===== src/rtl/bsr_pkg.sv =====
`timescale 1ns/1ps
package bsr_pkg;

    typedef enum logic {
        MODE_FUNC   = 1'b0,
        MODE_EXTEST = 1'b1
    } bsr_mode_e;

    typedef enum logic [1:0] {
        CELL_IN   = 2'd0,
        CELL_OE   = 2'd1,
        CELL_DATA = 2'd2
    } cell_kind_e;

    // Kind of the cell at chain position idx.
    function automatic cell_kind_e kind_of(int idx, int n_in, int grp_w);
        if (idx < n_in)
            return CELL_IN;
        else if (((idx - n_in) % (grp_w + 1)) == 0)
            return CELL_OE;
        else
            return CELL_DATA;
    endfunction

    // Output group that an output-side cell belongs to.
    function automatic int group_of(int idx, int n_in, int grp_w);
        if (idx < n_in)
            return 0;
        return (idx - n_in) / (grp_w + 1);
    endfunction

    // Data bit within its group of a data cell.
    function automatic int bit_of(int idx, int n_in, int grp_w);
        int rel;
        if (idx < n_in)
            return 0;
        rel = (idx - n_in) % (grp_w + 1);
        return (rel == 0) ? 0 : rel - 1;
    endfunction

endpackage


===== src/rtl/bsr_cell.sv =====
`timescale 1ns/1ps
module bsr_cell (
    input  logic tck_i,
    input  logic trst_ni,
    input  logic sel_i,
    input  logic capture_i,
    input  logic shift_i,
    input  logic update_i,
    input  logic si_i,
    input  logic par_i,
    output logic so_o,
    output logic lq_o
);

    logic sh_q;
    logic lat_q;
    logic armed_q;

    // Capture/shift stage, rising edge.
    always_ff @(posedge tck_i or negedge trst_ni) begin
        if (!trst_ni) begin
            sh_q <= 1'b0;
        end else if (sel_i) begin
            if (capture_i)
                sh_q <= par_i;
            else if (shift_i)
                sh_q <= si_i;
        end
    end

    // Update latch, falling edge; contents undefined after reset.
    always_ff @(negedge tck_i) begin
        if (sel_i && update_i)
            lat_q <= sh_q;
    end

    always_ff @(posedge tck_i or negedge trst_ni) begin
        if (!trst_ni)
            armed_q <= 1'b0;
        else
            armed_q <= 1'b1;
    end

    assign so_o = sh_q;
    assign lq_o = lat_q;

    p_capture_r2: assert property (@(posedge tck_i) disable iff (!trst_ni)
        (sel_i && capture_i) |=> (so_o == $past(par_i)));

    p_shift_r3: assert property (@(posedge tck_i) disable iff (!trst_ni)
        (sel_i && shift_i && !capture_i) |=> (so_o == $past(si_i)));

    p_idle_hold_r8: assert property (@(posedge tck_i) disable iff (!trst_ni)
        !sel_i |=> $stable(so_o));

    p_latch_hold_r4: assert property (@(posedge tck_i) disable iff (!trst_ni)
        (armed_q && !(sel_i && update_i)) |-> $stable(lq_o));

endmodule


===== src/rtl/bsr_mode_fsm.sv =====
`timescale 1ns/1ps
module bsr_mode_fsm
    import bsr_pkg::*;
(
    input  logic      tck_i,
    input  logic      trst_ni,
    input  logic      tlr_i,
    input  logic      extest_i,
    output bsr_mode_e mode_o
);

    bsr_mode_e state_q;
    bsr_mode_e state_d;

    always_ff @(posedge tck_i or negedge trst_ni) begin
        if (!trst_ni)
            state_q <= MODE_FUNC;
        else
            state_q <= state_d;
    end

    always_comb begin
        state_d = state_q;
        unique case (state_q)
            MODE_FUNC: begin
                if (extest_i && !tlr_i)
                    state_d = MODE_EXTEST;
            end
            MODE_EXTEST: begin
                if (!extest_i || tlr_i)
                    state_d = MODE_FUNC;
            end
        endcase
    end

    assign mode_o = state_q;

    p_enter_extest_r6: assert property (@(posedge tck_i) disable iff (!trst_ni)
        (extest_i && !tlr_i) |=> (mode_o == MODE_EXTEST));

    p_leave_extest_r7: assert property (@(posedge tck_i) disable iff (!trst_ni)
        (!extest_i || tlr_i) |=> (mode_o == MODE_FUNC));

endmodule


===== src/rtl/bsr_chain.sv =====
`timescale 1ns/1ps
module bsr_chain
    import bsr_pkg::*;
#(
    parameter int NUM_IN  = 4,
    parameter int NUM_GRP = 2,
    parameter int GRP_W   = 5
) (
    input  logic                       tck_i,
    input  logic                       trst_ni,
    input  logic                       tlr_i,
    input  logic                       sel_i,
    input  logic                       capture_dr_i,
    input  logic                       shift_dr_i,
    input  logic                       update_dr_i,
    input  logic                       extest_i,
    input  logic                       tdi_i,
    output logic                       so_o,
    input  logic [NUM_IN-1:0]          pin_in_i,
    input  logic [NUM_GRP*GRP_W-1:0]   core_out_i,
    input  logic [NUM_GRP-1:0]         core_oe_i,
    output logic [NUM_GRP*GRP_W-1:0]   pin_out_o,
    output logic [NUM_GRP-1:0]         pin_oe_o
);

    localparam int NUM_OUT   = NUM_GRP * GRP_W;
    localparam int CELL_GRP  = GRP_W + 1;
    localparam int CHAIN_LEN = NUM_IN + NUM_GRP * CELL_GRP;

    logic [CHAIN_LEN-1:0] sh;
    logic [CHAIN_LEN-1:0] lq;
    logic [CHAIN_LEN-1:0] par;
    logic [CHAIN_LEN-1:0] si_vec;
    logic [NUM_OUT-1:0]   lat_dat;
    logic [NUM_GRP-1:0]   lat_oe;
    bsr_mode_e            mode;
    logic                 armed_q;

    assign si_vec = {sh[CHAIN_LEN-2:0], tdi_i};

    for (genvar k = 0; k < CHAIN_LEN; k++) begin : g_cell
        localparam cell_kind_e KIND = kind_of(k, NUM_IN, GRP_W);
        localparam int         GRP  = group_of(k, NUM_IN, GRP_W);
        localparam int         BIT  = bit_of(k, NUM_IN, GRP_W);

        if (KIND == CELL_IN) begin : g_in
            assign par[k] = pin_in_i[k];
        end else if (KIND == CELL_OE) begin : g_oe
            assign par[k] = core_oe_i[GRP];
        end else begin : g_dat
            assign par[k] = core_out_i[GRP*GRP_W + BIT];
        end

        bsr_cell u_cell (
            .tck_i     (tck_i),
            .trst_ni   (trst_ni),
            .sel_i     (sel_i),
            .capture_i (capture_dr_i),
            .shift_i   (shift_dr_i),
            .update_i  (update_dr_i),
            .si_i      (si_vec[k]),
            .par_i     (par[k]),
            .so_o      (sh[k]),
            .lq_o      (lq[k])
        );
    end

    for (genvar g = 0; g < NUM_GRP; g++) begin : g_grp
        localparam int BASE = NUM_IN + g * CELL_GRP;
        assign lat_oe[g] = lq[BASE];
        for (genvar b = 0; b < GRP_W; b++) begin : g_bit
            assign lat_dat[g*GRP_W + b] = lq[BASE + 1 + b];
        end
    end

    bsr_mode_fsm u_mode (
        .tck_i    (tck_i),
        .trst_ni  (trst_ni),
        .tlr_i    (tlr_i),
        .extest_i (extest_i),
        .mode_o   (mode)
    );

    // Output process: pin drive selected by mode state.
    always_comb begin
        unique case (mode)
            MODE_FUNC: begin
                pin_out_o = core_out_i;
                pin_oe_o  = core_oe_i;
            end
            MODE_EXTEST: begin
                pin_out_o = lat_dat;
                pin_oe_o  = lat_oe;
            end
        endcase
    end

    assign so_o = sh[CHAIN_LEN-1];

    always_ff @(posedge tck_i or negedge trst_ni) begin
        if (!trst_ni)
            armed_q <= 1'b0;
        else
            armed_q <= 1'b1;
    end

    p_func_follow_r5: assert property (@(posedge tck_i) disable iff (!trst_ni)
        (armed_q && $past(!extest_i || tlr_i)) |->
            (pin_out_o == core_out_i && pin_oe_o == core_oe_i));

    p_extest_hold_r6: assert property (@(posedge tck_i) disable iff (!trst_ni)
        (armed_q && $past(mode == MODE_EXTEST) && mode == MODE_EXTEST
         && !(sel_i && update_dr_i)) |->
            ($stable(pin_out_o) && $stable(pin_oe_o)));

    p_reset_func_r7: assert property (@(posedge tck_i)
        !trst_ni |-> (pin_out_o == core_out_i && so_o == 1'b0));

endmodule


===== config.mk =====
export PLATFORM = sky130hd
export DESIGN_NAME = bsr_chain
export DESIGN_NICKNAME = d
export VERILOG_FILES = /design/src/rtl/bsr_pkg.sv /design/src/rtl/bsr_cell.sv /design/src/rtl/bsr_mode_fsm.sv /design/src/rtl/bsr_chain.sv
export SDC_FILE = /design/constraint.sdc
export NUM_CORES = 1
export LEC_CHECK = 0
export ABC_AREA = 1
export BUFFER_PORTS_ARGS = -buffer_cell sky130_fd_sc_hd__buf_2
export CAP_MARGIN = 20
export CORE_ASPECT_RATIO = 0.7
export CORE_MARGIN = 2
export CORE_UTILIZATION = 50
export CTS_CLUSTER_DIAMETER = 50
export CTS_CLUSTER_SIZE = 40
export DETAILED_ROUTE_END_ITERATION = 8
export PLACE_DENSITY_LB_ADDON = 0.08
export SETUP_SLACK_MARGIN = 0.5
export SLEW_MARGIN = 20
export SYNTH_ARGS = -nofsm -noshare
export SYNTH_HDL_FRONTEND = slang
export SYNTH_HIERARCHICAL = 1
export SYNTH_SLANG_ARGS = --single-unit
export TNS_END_PERCENT = 30

===== constraint.sdc =====
create_clock -name tck_i -period 0.9 [get_ports tck_i]
set_clock_uncertainty 0.2 [all_clocks]
set_input_delay 0.09 -clock tck_i [delete_from_list [all_inputs] [get_ports tck_i]]
set_output_delay 0.09 -clock tck_i [all_outputs]
set_load 0.02 [all_outputs]

[After elaboration in Yosys (flattened, before gate mapping)]
Index checks and enable logic that the tools add are counted.
Word-level totals
  bits in registers: 29
  word-level logic and storage cells: 74
  input bits: 25
  output and inout bits: 13
Cells by class
  reductions and logical operators: 7
  mux-type cells: 37
  bitwise logic cells: 1
Operator list (number)
  $mux W1: 34
  $pmux W10 S2: 1
  $pmux W2 S2: 1
  $logic_and A1 B1 Y1: 2
  $logic_not A1 Y1: 2
  $pmux W1 S2: 1
  $reduce_and A2 Y1: 1
  $reduce_bool A2 Y1: 1
  $logic_or A1 B1 Y1: 1
  $not A1 Y1: 1

[Logic depth before layout (Yosys ltp)]
Gate-level depths: netlist (run 1).
  depth in word-level cells: 4
  mapped depth: 5
  gate-level depth less buffers: 5

[Modules after synthesis]
Netlist (run 1), hierarchy kept.
Modules (own cells, without submodules)
  bsr_cell: seq. area each 55.1 um2, area each 108.9 um2, times used 16, cells each 16
  bsr_chain: seq. area each 0.0 um2, area each 157.7 um2, times used 1, cells each 39
  bsr_mode_fsm: seq. area each 25.0 um2, area each 35.0 um2, times used 1, cells each 3

==> results.ini, run 1 <==
[critical_path]
required_ns = 0.61
crit_start = g_cell[12].u_cell/lq_o
worstSetupPathType = reg2out
r2r-start = g_cell[15].u_cell/so_o
end_kind = output port
cp.arrival_ns = 1.42
startpoint_type = flip-flop
critPathMaxFanout = 1

[grt]
grt_overflow = 0
grt_busiest_layer = met2
use_met2_pct = 41.1
grt_use_met1_pct = 26.5
grt_usage_pct = 22.7
grt_pass1_wl_mm = 6.67
met3_usage_pct = 5.99
first_global_vias = 1604
antenna_found_initial = 0
grt_max_degree = 45

[cells_and_area]
area_growth_pct = 36.9
drive_gt1_share_pct = 24.1
nets = 372
final_common_cell = nand2_1
final_core_util_pct = 70.3
fin_area_sq_um = 2420
fin_cells = 398
layout_common_cells = nand2_1, inv_1, nor2_1, buf_2, buf_4
antennaDiodeCount = 0

[routing]
drc = 0
drt-initial-drc-count = 146
route.antenna.remaining_nets = 0
post_drt_wl_per_cell_microns = 10.1
firstDrtPassIters = 4
vias = 1768
via_per_inst = 4.44
totalWireLength_mm = 4.04

[synth]
syn_inst = 282
synth_fp_nets = 307
netlist_area_sq_um = 1770
synth_area_per_cell_sq_um = 6.27
yosysWarnings = 6

[clock_network]
cts_buffer_depth = 2
cts-root-buf = clkbuf_8
cts-buffers-inserted = 5
clock_sinks = 29
htree_levels = 2
clkLatencyLatePin_ns = 0.29
clk_pin_slew_ns = 0.07
cts_tree = done

[die]
core-area_sq_um = 3450
ioPinCount = 38
rows = 18
die_w_microns = 75.1
start_util_pct = 51.3
die_h_microns = 53.8
die_area_sq_um = 4040

[pwr]
clkPwrFrac_pct = 32.4
power_switching_mw = 1.18
p_leak_nw = 1.49
p_total_mw = 3.79
internal_power_mw = 2.60
seqPwrFrac_pct = 42.6
ir_worst_vdd_uv = 1030
p_sw_share_pct = 31.3
cellPowerDensity_nw_per_um2 = 1560
combPwrFrac_pct = 24.9

[placement]
place.gp.congestion = 0.742
dp.cells = 388
dp_hpwl_mm = 2.58
place.port_buffers = 37
place_ws_ns = -0.529
post_dp_cell_area_sq_um = 2220

[outcome]
violations = negative hold slack, negative setup slack
outcome = complete, but fails checks

[sta]
worstMarginPinSlew_ns = 0.288
timing.final.hold_violations = 34
relSlewSlack_pct = 80.8
fin_hold_ws_ns = -0.473
layout_setup_ws_ns = -0.808
rsz0062_at_grt = true
setup_viol = 50
final_max_slew_viol_count = 0

[run]
cap_violations = 0

[min_path]
timing.hold.worst.class = in2async

[power by group through the flow]
| stage | logic (mW) | clock network [mW] | registers (mW) |
|---|---|---|---|
| final | 0.943 | 1.23 | 1.61 |
| after global routing | 1.07 | 1.34 | 1.63 |
| after CTS | 0.931 | 1.24 | 1.61 |
| after detailed placement | 0.833 | 0.165 | 1.63 |
| after global placement | 0.820 | 0.165 | 1.63 |
| after floorplan | 0.395 | 0.165 | 1.64 |
[worst paths after layout]
path                       depth (start not counted)  slack (ns)                      to
setup / recovery                                   3       -0.81            pin_out_o[6]
hold / removal                                     2       -0.47  g_cell[12].u_cell/so_o
setup reg to reg                                   0       -0.36  g_cell[15].u_cell/lq_o
hold reg to reg                                    2        0.27   g_cell[2].u_cell/so_o
max in group asynchronous                          2        0.82  g_cell[15].u_cell/so_o
min in group tck_i                                 2       -0.24           u_mode/mode_o
[layout make-up]
class | count | area, sq um
Clock buffer | 6 | 72.6
Clock inverter | 14 | 53.8
Fill cell | 317 | 1020
Inverter | 46 | 173
Multi-Input combinational cell | 193 | 782
Sequential cell | 29 | 787
Tap cell | 50 | 62.6
Timing Repair Buffer | 60 | 492
[sequential cells by signal, indices dropped and copies added (netlist names)]
signal / count
g_cell.u_cell/so_o: 16
g_cell.u_cell/lq_o: 12
u_mode/mode_o: 1
[layer usage]
layer  wire (microns)  vias up
met2             1990       31
met5                0        -
li1                 -      952
met3              141        7
met1             1850      778
met4               60        0
[metrics by stage]
stage / hold slack [ns] / setup TNS (ns)
after global routing: -0.466 / -18.38
after global placement: -0.173 / -19.30
after CTS: -0.467 / -16.77
final: -0.473 / -16.85
after floorplan: -0.406 / -11.00
after detailed placement: -0.160 / -19.57
[worst max-delay path: stages, from the launching register on]
cell      delay [ns]
edfxtp_1        0.36
nand2_1         0.08
nand2_2         0.05
buf_6           0.12
[repair_timing]
| action | 4_1_cts | 5_1_grt |
|---|---|---|
| setup endpoints to repair | 53 | 53 |
| buffers inserted | 1 | 1 |
| hold endpoints to repair | 34 | 33 |
| resized for setup | 30 | 4 |
| pin swaps | 13 | 3 |
Power figures use the tool's default switching activity.
==> run 2, diff against run 1 <==
--- a/config.mk
+++ b/config.mk
@@ -6,7 +6,6 @@
 export NUM_CORES = 1
 export LEC_CHECK = 0
 export ABC_AREA = 1
-export BUFFER_PORTS_ARGS = -buffer_cell sky130_fd_sc_hd__buf_2
 export CAP_MARGIN = 20
 export CORE_ASPECT_RATIO = 0.7
 export CORE_MARGIN = 2
@@ -14,6 +13,7 @@
 export CTS_CLUSTER_DIAMETER = 50
 export CTS_CLUSTER_SIZE = 40
 export DETAILED_ROUTE_END_ITERATION = 8
+export DONT_BUFFER_PORTS = 1
 export PLACE_DENSITY_LB_ADDON = 0.08
 export SETUP_SLACK_MARGIN = 0.5
 export SLEW_MARGIN = 20
==> run 2 against run 1 <==
The run still ends with negative hold slack, negative setup slack left. Worst setup slack improved by 0.10 ns. Utilization down 4.4 points. Final cell count fell by 12%. Hold slack worse by 0.23 ns. Wire length shrank 6.1%. Critical endpoint is now pin_out_o[0]. Power shrank 5.2%. Design area fell by 6.2%. Global-route usage down 1.6 points.
==> results.ini, run 2 (synthesis gave the netlist of run 1 again) <==
[die]
die_area_sq_um = 4040  ; unchanged
die_w_microns = 75.1  ; unchanged
start_util_pct = 51.3  ; unchanged
ioPinCount = 38  ; unchanged
rows = 18  ; unchanged
core-area_sq_um = 3450  ; unchanged
die_h_microns = 53.8  ; unchanged

[outcome]
outcome = complete, but fails checks
violations = negative hold slack, negative setup slack

[sta]
fin_hold_ws_ns = -0.698  ; -0.225 ns
final_max_slew_viol_count = 0  ; unchanged
layout_setup_ws_ns = -0.707  ; +0.101 ns
relSlewSlack_pct = 83.8  ; +3.0 points
setup_viol = 38  ; -24%
worstMarginPinSlew_ns = 0.240  ; -0.0476 ns
rsz0062_at_grt = true
timing.final.hold_violations = 34  ; unchanged

[clock_network]
cts_tree = done
htree_levels = 2  ; unchanged
clkLatencyLatePin_ns = 0.28  ; about the same
cts-buffers-inserted = 5  ; unchanged
cts-root-buf = clkbuf_8
clock_sinks = 29  ; unchanged
cts_buffer_depth = 2  ; unchanged
clk_pin_slew_ns = 0.07  ; about the same

[placement]
post_dp_cell_area_sq_um = 1940  ; -13%
dp_hpwl_mm = 2.17  ; -16%
place.port_buffers = 0  ; -100%
place.gp.congestion = 0.698  ; -6.0%

[routing]
vias = 1574  ; -11%
totalWireLength_mm = 3.79  ; -6.1%
via_per_inst = 4.47  ; +0.66%
drt-initial-drc-count = 83  ; -43%
firstDrtPassIters = 5  ; +1
route.antenna.remaining_nets = 0  ; unchanged
post_drt_wl_per_cell_microns = 10.8  ; +6.1%
drc = 0  ; unchanged

[min_path]
timing.hold.worst.class = in2async

[grt]
grt_max_degree = 65  ; +44%
grt_usage_pct = 21.1  ; -1.6 points
grt_overflow = 0  ; unchanged
grt_pass1_wl_mm = 6.28  ; -5.8%
antenna_found_initial = 0  ; unchanged
first_global_vias = 1430  ; -11%

[pwr]
cellPowerDensity_nw_per_um2 = 1580  ; +1.1%
ir_worst_vdd_uv = 1080  ; +5.1%
p_leak_nw = 1.28  ; -14%

[critical_path]
crit_path_frequent_cell = nand2_2
reg2regPathDepth = 0  ; unchanged
worstSetupPathType = reg2out
cpMaxStageDelayCell = edfxtp_1
startpoint_type = flip-flop
r2r-start = g_cell[15].u_cell/so_o
worstPathCellList = nand2_2 -> nand2_2
slowest_delay_ns = 0.37  ; about the same
crit_start = g_cell[5].u_cell/lq_o
cp.arrival_ns = 1.32  ; -0.10 ns
end_kind = output port
crit_end = pin_out_o[0]
required_ns = 0.61  ; about the same
r2r_setup_slack_ns = -0.35  ; about the same
timing.rr.end = g_cell[15].u_cell/lq_o
critPathMaxFanout = 1  ; unchanged

[cells_and_area]
nets = 326  ; -12%
antennaDiodeCount = 0  ; unchanged
largest_reg_flops = 16  ; unchanged
fin_area_sq_um = 2270  ; -6.2%
drive_gt1_share_pct = 22.2  ; -2.0 points
final_core_util_pct = 65.9  ; -4.4 points
area_growth_pct = 28.4
layout_common_cells = nand2_1, inv_1, nor2_1, nand2_2
final_common_cell = nand2_1
n_fill_cell = 302  ; -4.7%
register_area_sq_um = 787  ; unchanged
multiInputGateArea_sq_um = 987  ; +26%

[run]
cap_violations = 0  ; unchanged

-- run 2: changes by cell type in the layout (fill, tap and decap cells not counted), moves of 11 or more --
cell     before  now
buf_6        15    4
inv_1        56   45
nand2_1     130  114
nand2_8       0   12
buf_4        21   10
buf_2        21    0
-- run 2: power by group --
group | internal (mW) | total (mW) | switching, mW
logic | 0.328 | 0.673 | 0.345
registers | 1.55 | 1.62 | 0.0644
clock network | 0.680 | 1.30 | 0.622
total | 2.56 | 3.59 | 1.03
-- run 2: layout make-up --
class                   count  share of cell area [%]
repair buffers             14                    5.29
clock inverters            14                    2.42
flip-flops and latches     29                    34.6
inverters                  46                    7.82
well taps                  50                    2.75
clock buffers               6                    3.63
multi-input cells         193                    43.4
-- run 2: what timing repair did --
item | CTS | global route
resized for setup | 50 | 11
pin swaps | 24 | 21
setup buffers | 1 | 0
endpoints found under the hold margin | 34 | 34
setup endpoints to repair | 53 | 53
-- run 2: per-layer routing --
layer  part of all wire, %  track usage [%]
met4                  0.29             4.46
met5                     0                0
met2                    46             36.1
met3                   4.1             5.99
met1                    49             26.9
-- run 2: critical path: cells and delay by family (launching register included) --
| kind | cells | cell delay, ns |
|---|---|---|
| AND/OR/NAND/NOR | 2 | 0.16 |
| flip-flops | 1 | 0.37 |
-- run 2: metrics by stage --
stage	hold WS (ns)	setup WS, ns	setup TNS (ns)	cells	power, mW
floorplan	-0.406	-0.456	-11.00	282	2.20
global placement	-0.405	-0.382	-12.30	343	2.37
detailed placement	-0.405	-0.382	-12.47	343	2.38
CTS	-0.706	-0.716	-13.97	352	3.59
global route	-0.719	-0.769	-15.46	352	3.83
finish	-0.698	-0.707	-13.89	352	3.59
-- run 2: how the worst min path moves through the flow --
stage / to / depth (start not counted)
global route: g_cell[15].u_cell/so_o / 0
global placement: g_cell[13].u_cell/so_o / 0
finish: g_cell[15].u_cell/so_o / 0
detailed placement: g_cell[13].u_cell/so_o / 0
floorplan: g_cell[0].u_cell/so_o / 0
CTS: g_cell[15].u_cell/so_o / 0
==> run 3, diff against run 2 <==
==> constraint.sdc (replaced) <==
create_clock -name tck_i -period 2 [get_ports tck_i]
set_clock_uncertainty 0.2 [all_clocks]
set_input_delay 0.2 -clock tck_i [delete_from_list [all_inputs] [get_ports tck_i]]
set_output_delay 0.2 -clock tck_i [all_outputs]
set_load 0.02 [all_outputs]
==> run 3 against run 2 <==
The run still ends with negative hold slack, negative setup slack left. Design area decreased by 11%. Clock power decreased by 58%. Combinational power decreased by 65%. Die area unchanged. Sequential power decreased by 54%. Worst setup slack improved by 0.43 ns. Non-clock buffer count decreased by 4. Via count decreased by 2.0%. Clock-buffer cell count unchanged. Hold slack improved by 0.61 ns. Largest cell class is now flip-flops and latches. Largest power group unchanged.
==> results.ini, run 3 (synthesis gave the netlist of run 1 again) <==
[sta]
final_max_slew_viol_count = 0  ; unchanged
worstMarginPinSlew_ns = 0.833  ; +0.593 ns
relSlewSlack_pct = 44.3  ; -40 points
setup_viol = 12  ; -68%
timing.final.hold_violations = 16  ; -53%
layout_setup_ws_ns = -0.281  ; +0.426 ns
fin_hold_ws_ns = -0.0851  ; +0.613 ns
rsz0062_at_grt = true

[critical_path]
reg2regPathDepth = 0  ; unchanged
startpoint_type = flip-flop
worstPathCellList = nand2_1 -> nand2_2
critPathMaxFanout = 1  ; unchanged
end_kind = output port
cp.arrival_ns = 1.88  ; +0.56 ns
slowest_delay_ns = 0.35  ; -0.02 ns
required_ns = 1.60  ; +0.99 ns
cpMaxStageDelayCell = edfxtp_1
worstSetupPathType = reg2out
crit_start = g_cell[14].u_cell/lq_o
r2r_setup_slack_ns = 0.19  ; +0.54 ns
timing.rr.end = g_cell[10].u_cell/lq_o
r2r-start = g_cell[10].u_cell/so_o

[run]
cap_violations = 0  ; unchanged

[clock_network]
clock_sinks = 29  ; unchanged
cts-buffers-inserted = 5  ; unchanged
clkLatencyLatePin_ns = 0.28  ; about the same
cts_tree = done
clk_pin_slew_ns = 0.06  ; about the same
cts-root-buf = clkbuf_8
htree_levels = 2  ; unchanged
cts_buffer_depth = 2  ; unchanged

[grt]
grt_overflow = 0  ; unchanged
antenna_found_initial = 0  ; unchanged
grt_usage_pct = 21.0  ; -0.072 points
grt_pass1_wl_mm = 6.18  ; -1.7%
first_global_vias = 1354  ; -5.3%
grt_max_degree = 65  ; unchanged

[pwr]
p_total_mw = 1.52  ; -58%
ir_worst_vdd_uv = 446  ; -59%
cellPowerDensity_nw_per_um2 = 753  ; -52%
p_leak_nw = 1.24  ; -3.7%

[routing]
route.antenna.remaining_nets = 0  ; unchanged
firstDrtPassIters = 4  ; -1
drc = 0  ; unchanged
post_drt_wl_per_cell_microns = 11.2  ; +3.7%
totalWireLength_mm = 3.89  ; +2.6%
vias = 1542  ; -2.0%
via_per_inst = 4.43  ; -0.91%
drt-initial-drc-count = 73  ; -12%

[outcome]
violations = negative hold slack, negative setup slack
outcome = complete, but fails checks

[cells_and_area]
final_common_cell = nand2_1
largest_reg_flops = 16  ; unchanged
area_growth_pct = 13.9
layout_common_cells = nand2_1, inv_1, nor2_1, o21ai_0, dfrtp_1
nets = 322  ; -1.2%
antennaDiodeCount = 0  ; unchanged
drive_gt1_share_pct = 7.72  ; -14 points
fin_cells = 348  ; -1.1%

[placement]
dp.cells = 332  ; -3.2%
place.port_buffers = 0  ; unchanged
place_ws_ns = 0.0651  ; +0.447 ns
place.gp.congestion = 0.742  ; +6.3%
dp_hpwl_mm = 2.26  ; +4.2%

[die]
ioPinCount = 38  ; unchanged
die_h_microns = 53.8  ; unchanged
die_area_sq_um = 4040  ; unchanged
rows = 18  ; unchanged
die_w_microns = 75.1  ; unchanged
start_util_pct = 51.3  ; unchanged
core-area_sq_um = 3450  ; unchanged

[min_path]
holdPathEnd = g_cell[7].u_cell/so_o
timing.hold.worst.class = in2reg
hold_start = capture_dr_i
holdPathStages = 3

run 3: cell count changes in the layout (fill, tap and decap cells not counted), moves of 7 or more:
cell / before / now
inv_1: 45 / 58
buf_4: 10 / 2
nand2_8: 12 / 0
dlygate4sd3_1: 0 / 7
inv_2: 12 / 1
nand2_1: 114 / 132
run 3: critical path: cells and delay by family (launching register included):
family / cells / cell delay (ns)
flip-flops: 1 / 0.35
AND/OR/NAND/NOR: 2 / 0.19
run 3: how the worst max path moves through the flow:
| stage | to | slack, ns |
|---|---|---|
| finish | pin_out_o[8] | -0.28 |
| global route | pin_out_o[9] | -0.34 |
| CTS | pin_oe_o[1] | -0.28 |
| detailed placement | pin_oe_o[1] | 0.07 |
| global placement | pin_oe_o[0] | 0.08 |
| floorplan | g_cell[15].u_cell/lq_o | 0.09 |
run 3: per-stage QoR:
| step | cell area [sq um] | TNS [ns] | utilization [%] |
|---|---|---|---|
| global route | 2010 | -3.83 | 58.5 |
| CTS | 1980 | -3.20 | 57.4 |
| detailed placement | 1860 | 0 | 54.0 |
| global placement | 1860 | 0 | 54.0 |
| finish | 2010 | -3.08 | 58.5 |
| floorplan | 1800 | 0 | - |
run 3: repair_timing:
action,4_1_cts,5_1_grt
cloned,0,0
gates resized for setup,0,3
hold buffers,4,4
pin swaps,7,5
hold endpoints to repair,34,16
buffers inserted,0,0
setup endpoints to repair,24,40
run 3: metal layers:
layer	wire length, microns	GRT usage (%)	part of all wire, %
met4	28	6.25	0.72
met3	211	5.06	5.4
met2	1710	33.3	44
met1	1930	28.8	50
met5	0	0	0
run 3: layout make-up:
type	instances	area (sq um)
fill	340	1430
tap	50	62.6
clock inverter	14	52.6
timing repair buffer	10	90.1
clock buffer	6	72.6
sequential	29	787
inverter	46	173
multi-input combinational	193	777
run 3: power by group:
part	switching (mW)	total, mW	internal (mW)
clock	0.271	0.540	0.268
sequential	0.0410	0.739	0.698
combinational	0.150	0.237	0.0877
total	0.462	1.52	1.05
